## src/rtl/uvlo_seq_pkg.sv

```systemverilog
package uvlo_seq_pkg;
    typedef enum logic [2:0] {
        ST_CHARGE = 3'd0,
        ST_RUN    = 3'd1,
        ST_BROWN  = 3'd2,
        ST_DRAIN  = 3'd3,
        ST_LATCH  = 3'd4
    } seq_state_t;
endpackage

```

## src/rtl/uvlo_brown_debounce.sv

```systemverilog
module uvlo_brown_debounce #(
    parameter int NORM_CYC  = 9_375_000,
    parameter int LIGHT_CYC = 29_375_000
) (
    input  logic clk,
    input  logic rst_n,
    input  logic enable,
    input  logic low_line,
    input  logic light,
    output logic trip
);
    localparam int MAXC = (LIGHT_CYC > NORM_CYC) ? LIGHT_CYC : NORM_CYC;
    localparam int CW   = $clog2(MAXC + 1);

    logic [CW-1:0] cnt;
    logic [CW-1:0] lim_m1;

    always_comb begin
        lim_m1 = light ? CW'(LIGHT_CYC - 1) : CW'(NORM_CYC - 1);
        trip   = enable && low_line && (cnt >= lim_m1);
    end

    always_ff @(posedge clk) begin
        if (!rst_n || !enable || !low_line) cnt <= '0;
        else if (cnt < CW'(MAXC)) cnt <= cnt + 1'b1;
    end

    assert_trip_after_hold_R5: assert property (@(posedge clk) disable iff (!rst_n)
        trip |-> $past(low_line) && $past(enable));
endmodule

```

## src/rtl/uvlo_soft_ramp.sv

```systemverilog
module uvlo_soft_ramp #(
    parameter int SS_W    = 8,
    parameter int STEP_CYC = 3906
) (
    input  logic            clk,
    input  logic            rst_n,
    input  logic            run,
    output logic [SS_W-1:0] level
);
    localparam int PW = (STEP_CYC > 1) ? $clog2(STEP_CYC) : 1;

    logic [PW-1:0] pre;

    always_ff @(posedge clk) begin
        if (!rst_n || !run) begin
            pre   <= '0;
            level <= '0;
        end else if (pre == PW'(STEP_CYC - 1)) begin
            pre <= '0;
            if (level != {SS_W{1'b1}}) level <= level + 1'b1;
        end else begin
            pre <= pre + 1'b1;
        end
    end

    assert_ss_clear_R11: assert property (@(posedge clk) disable iff (!rst_n)
        !run |=> level == '0);
    assert_ss_monotonic_R10: assert property (@(posedge clk) disable iff (!rst_n)
        (run && $past(run)) |-> level >= $past(level));
endmodule

```

## src/rtl/uvlo_seq_fsm.sv

```systemverilog
module uvlo_seq_fsm
    import uvlo_seq_pkg::*;
(
    input  logic clk,
    input  logic rst_n,
    input  logic vdd_above_on,
    input  logic vdd_below_off,
    input  logic vdd_below_recharge,
    input  logic vdd_below_release,
    input  logic vdd_below_acrec,
    input  logic line_above_brownin,
    input  logic fault_latched,
    input  logic bo_trip,
    output logic hv_src_en,
    output logic run_en
);
    seq_state_t state, nxt;

    always_comb begin
        nxt = state;
        unique case (state)
            ST_CHARGE: if (fault_latched) nxt = ST_LATCH;
                       else if (vdd_above_on && line_above_brownin) nxt = ST_RUN;
            ST_RUN:    if (fault_latched) nxt = ST_LATCH;
                       else if (vdd_below_off) nxt = ST_DRAIN;
                       else if (bo_trip) nxt = ST_BROWN;
            ST_BROWN:  if (fault_latched) nxt = ST_LATCH;
                       else if (vdd_below_off) nxt = ST_DRAIN;
                       else if (line_above_brownin && !vdd_below_acrec) nxt = ST_RUN;
            ST_DRAIN:  if (fault_latched) nxt = ST_LATCH;
                       else if (vdd_below_recharge) nxt = ST_CHARGE;
            ST_LATCH:  if (vdd_below_release) nxt = ST_CHARGE;
            default:   nxt = ST_CHARGE;
        endcase
    end

    always_ff @(posedge clk) begin
        if (!rst_n) state <= ST_CHARGE;
        else        state <= nxt;
    end

    always_comb begin
        hv_src_en = 1'b0;
        run_en    = 1'b0;
        unique case (state)
            ST_CHARGE: hv_src_en = 1'b1;
            ST_RUN:    run_en    = 1'b1;
            ST_BROWN, ST_DRAIN, ST_LATCH: ;
            default:   ;
        endcase
    end

    assert_src_run_excl_R13: assert property (@(posedge clk) disable iff (!rst_n)
        !(hv_src_en && run_en));
    assert_fault_blocks_run_R12: assert property (@(posedge clk) disable iff (!rst_n)
        fault_latched |=> !run_en);
    assert_drain_exit_R4: assert property (@(posedge clk) disable iff (!rst_n)
        ($past(state) == ST_DRAIN && state == ST_CHARGE) |-> $past(vdd_below_recharge));
    assert_run_entry_R2: assert property (@(posedge clk) disable iff (!rst_n)
        $rose(run_en) |-> $past(line_above_brownin));
    assert_brown_recover_R8: assert property (@(posedge clk) disable iff (!rst_n)
        ($past(state) == ST_BROWN && state == ST_RUN) |-> !$past(vdd_below_acrec));
endmodule

```

## src/rtl/uvlo_startup_seq.sv

```systemverilog
module uvlo_startup_seq #(
    parameter int BO_NORM_CYC  = 9_375_000,
    parameter int BO_LIGHT_CYC = 29_375_000,
    parameter int SS_STEP_CYC  = 3906,
    parameter int SS_W         = 8
) (
    input  logic            clk,
    input  logic            rst_n,
    input  logic            vdd_above_on,
    input  logic            vdd_below_off,
    input  logic            vdd_below_recharge,
    input  logic            vdd_below_release,
    input  logic            vdd_below_acrec,
    input  logic            line_above_brownin,
    input  logic            line_below_brownout,
    input  logic            light_load,
    input  logic            fault_latched,
    output logic            hv_src_en,
    output logic            run_en,
    output logic [SS_W-1:0] ss_level
);
    logic bo_trip;

    uvlo_seq_fsm u_fsm (
        .clk, .rst_n, .vdd_above_on, .vdd_below_off, .vdd_below_recharge,
        .vdd_below_release, .vdd_below_acrec, .line_above_brownin,
        .fault_latched, .bo_trip, .hv_src_en, .run_en
    );

    uvlo_brown_debounce #(.NORM_CYC(BO_NORM_CYC), .LIGHT_CYC(BO_LIGHT_CYC)) u_bo (
        .clk, .rst_n, .enable(run_en), .low_line(line_below_brownout),
        .light(light_load), .trip(bo_trip)
    );

    uvlo_soft_ramp #(.SS_W(SS_W), .STEP_CYC(SS_STEP_CYC)) u_ss (
        .clk, .rst_n, .run(run_en), .level(ss_level)
    );
endmodule

```

## config.mk

```make
export PLATFORM = sky130hd
export DESIGN_NAME = uvlo_startup_seq
export DESIGN_NICKNAME = d
export VERILOG_FILES = /design/src/rtl/uvlo_seq_pkg.sv /design/src/rtl/uvlo_brown_debounce.sv /design/src/rtl/uvlo_soft_ramp.sv /design/src/rtl/uvlo_seq_fsm.sv /design/src/rtl/uvlo_startup_seq.sv
export SDC_FILE = /design/constraint.sdc
export NUM_CORES = 1
export LEC_CHECK = 0
export ABC_AREA = 1
export BUFFER_PORTS_ARGS = -buffer_cell sky130_fd_sc_hd__buf_2
export CAP_MARGIN = 20
export CORE_MARGIN = 2
export CORE_UTILIZATION = 55
export DETAILED_ROUTE_END_ITERATION = 16
export PLACE_DENSITY = 0.73
export SYNTH_ARGS = -nofsm -noshare
export SYNTH_HDL_FRONTEND = slang
export SYNTH_SLANG_ARGS = --single-unit
```

## constraint.sdc

```tcl
create_clock -name clk -period 2.05 [get_ports clk]
set_input_delay 0.3075 -clock clk [delete_from_list [all_inputs] [get_ports clk]]
set_output_delay 0.3075 -clock clk [all_outputs]
set_load 0.05 [all_outputs]
```

==> impl_metrics.py <==
metrics = {
    "min_path": {
        "hold_depth": 3,
        "min_path_type": "in -> reg",
    },
    "critical_path": {
        "slowest_delay_ps": 370,
        "crit_top_cell": "nand2_1",
        "setup.worst_path.end": "u_fsm.state[0]",
        "end_kind": "register",
        "startpoint_type": "register",
        "crit_fanout": 4,
        "critical_path.top_delay_family": "simple AND/OR/NAND/NOR gates",
        "path_cells": "ha_1, inv_1, nor2_1, nand2_1, nor2_1, nor2_1, nand2_1, nand2_1, nand4_1, nand2_1, nand2_1, nand3_1, nand2_1, nor2_1",
        "critical_path_class": "reg -> reg",
        "crit_arrival_ps": 2010,
        "r2r_cells": 14,
        "timing.rr.start": "u_bo.cnt[8]",
        "rrSetupSlack_ps": 240,
        "worst_r2r_endpoint": "u_fsm.state[0]",
        "cp-startpoint": "u_bo.cnt[8]",
        "required_ps": 2250,
        "worst-path-buf-inv": 1,
        "crit_cells": 14,
        "cp_slowest_cell": "dfxtp_1",
    },
    "global_route": {
        "grt_pass1_wl_mm": 12.97,
        "grt_pass1_vias": 2819,
        "grt_max_degree": 15,
        "track_usage": 0.2555,
        "antenna_found_initial": 0,
        "grt-ovfl-total": 0,
    },
    "routing": {
        "drc": 0,
        "first_iter_violations": 222,
        "dr.pass1.iters": 5,
        "wl_per_cell_um": 12.94,
        "ant_nets": 0,
        "vias": 3176,
        "via_per_inst": 5.438,
        "wl_mm": 7.557,
    },
    "cts": {
        "clock-sinks": 48,
        "clockBufferDepth": 2,
        "cts.clk_slew.worst_paths_ps": 90,
        "cts_root_buf": "clkbuf_8",
        "htree_levels": 2,
        "postCtsHoldBufs": 0,
        "clock_latency_ps": 300,
        "numCtsBuffers": 5,
        "post_cts_buffers": 0,
        "cts_resized": 0,
        "cts_tree": "yes",
    },
    "sta": {
        "postLayoutSetupSlackWorst_ps": 244.1,
        "worst_pin_slew_ps": 579.3,
        "hold_violations": 0,
        "skew_ps": 6.516,
        "grt_setup_unrepaired": "no",
        "fin_crit_sh": 0.8809,
        "timing.setup.tns_ps": 0,
        "setup_viol": 0,
        "fin_crit_ps": 1806,
        "maxSlewHeadroom": 0.6102,
        "slew_viol_final": 0,
        "clock.fmax_ghz": 0.5537,
    },
    "power_and_ir_drop": {
        "internal_power_uw": 1247,
        "clock_power_share": 0.319,
        "power_switching_uw": 498.1,
        "switching_share": 0.2855,
        "p_comb_frac": 0.128,
        "seqPwrFrac": 0.553,
        "cellLeakagePower_uw": 0.001333,
        "ir_worst_vdd_uv": 317.4,
        "power.density_nw_per_um2": 504.9,
    },
    "floorplan": {
        "num_rows": 27,
        "fp.dieH_um": 79.84,
        "io-pin-count": 21,
        "core_area_sq_um": 5540,
        "dieArea_sq_um": 6374,
        "start_util": 0.5709,
        "die_w_um": 79.84,
    },
    "logic_synthesis": {
        "synth_cell_types": 32,
        "synth-async-reset-ratio": 0,
        "synthDominantCellAreaShare": 0.3038,
        "yosysMostFrequentCell": "nand2_1",
        "synth_common_cells": "112 x nand2_1, 70 x nor2_1, 62 x inv_1, 48 x dfxtp_1, 37 x a21oi_1",
        "ys.warnings.count": 0,
        "syn_area_sq_um": 3163,
        "yosys_most_used_dff": "dfxtp_1",
        "synthCells": 482,
        "synth_edf_count": 0,
        "syn_nets": 508,
        "synthTopCellsByArea": "dfxtp_1 30%, nand2_1 13%, nor2_1 8.3%",
        "yosysTopAreaCell": "dfxtp_1",
        "ys_ff_latch": 48,
        "avgSynthCellArea_sq_um": 6.562,
        "yosysSeqAreaShare": 0.3038,
    },
    "finish": {
        "drive_gt1_frac": 0.1152,
        "antenna_cells": 0,
        "nFillCells": 543,
        "fin_nets": 538,
        "area_growth_pct": 9.256,
        "multi_input_area_sq_um": 1891,
        "post-route-util": 0.6238,
        "regArea_sq_um": 962.2,
    },
    "place": {
        "place_hpwl_mm": 5.859,
        "io_buffers": 20,
        "place_congestion": 1.002,
        "place_ws_ps": 145.7,
    },
    "status": {
        "status": "complete, no violations",
    },
    "flow_run": {
        "cap_violations": 0,
    },
}
-- flip-flops by register name (all words and copies together) (netlist names) --
name         flops
u_bo.cnt        25
u_ss.pre        12
u_fsm.state      3
u_ss.level       8
-- stage by stage --
| stage | hold slack [ps] | cells | power, uW | instance area, sq um |
|---|---|---|---|---|
| after floorplan | 428.2 | 482 | 1155 | 3163 |
| after global placement | 462.3 | 577 | 1204 | 3368 |
| after detailed placement | 469.9 | 577 | 1209 | 3368 |
| after CTS | 246.4 | 584 | 1760 | 3450 |
| after global routing | 249.2 | 584 | 1819 | 3456 |
| final | 251.0 | 584 | 1745 | 3456 |
-- area by class of cell --
class	instances	share of cell area
sequential	48	0.2784
clock inverter	2	0.003621
inverter	66	0.07205
multi-input combinational	360	0.5471
tap	72	0.02607
clock buffer	5	0.01991
timing repair buffer	31	0.05286
-- metal layers --
layer / GRT usage / part of all wire / up-vias
met3: 0.04525 / 0.056 / 8
met2: 0.4092 / 0.44 / 83
li1: - / - / 1642
met4: 0.05593 / 0.010 / 0
met1: 0.3600 / 0.50 / 1443
met5: 0 / 0 / -
-- cell families after synthesis --
logic type,after synthesis,share of synthesized area
compound gates,57,0.09573
simple gates,271,0.3940
fa+ha+maj,15,0.05934
xor+xnor,17,0.04707
buf+inv,74,0.1001
flops,48,0.3038
-- how the worst min path moves through the flow --
stage                      startpoint             end  slack, ps
after floorplan                 rst_n  u_fsm.state[0]        430
after detailed placement  u_ss.pre[0]     u_ss.pre[0]        470
final                           rst_n  u_fsm.state[1]        250
after global placement    u_ss.pre[0]     u_ss.pre[0]        460
after global routing            rst_n  u_fsm.state[1]        250
after CTS                       rst_n  u_fsm.state[0]        250
-- worst register-to-register path: cells and delay by family, from the launching register on --
family / cells / cell delay [ps]
buffers and inverters: 1 / 50
and+or+nand+nor: 12 / 950
DFF: 1 / 370
adders and majority gates: 1 / 350
-- cells in the final DEF, fill, tap and decap left out, types with 11 or more instances in the layout --
cell	count
xor2_1	13
inv_1	62
ha_1	15
dfxtp_1	47
nor2_1	70
buf_2	20
o21ai_0	11
nand3_1	15
nor3_1	21
nand2_1	112
nor4_1	11
buf_4	11
a21oi_1	37
nand4_1	21
-- power groups by stage --
| stage | sequential [uW] | combinational (uW) | clock (uW) |
|---|---|---|---|
| after floorplan | 983 | 172 | 0 |
| after global placement | 987 | 217 | 0 |
| after detailed placement | 988 | 222 | 0 |
| after CTS | 966 | 223 | 571 |
| after global routing | 969 | 248 | 602 |
| final | 966 | 223 | 557 |
Note: power is estimated with default switching activity, not from simulation.
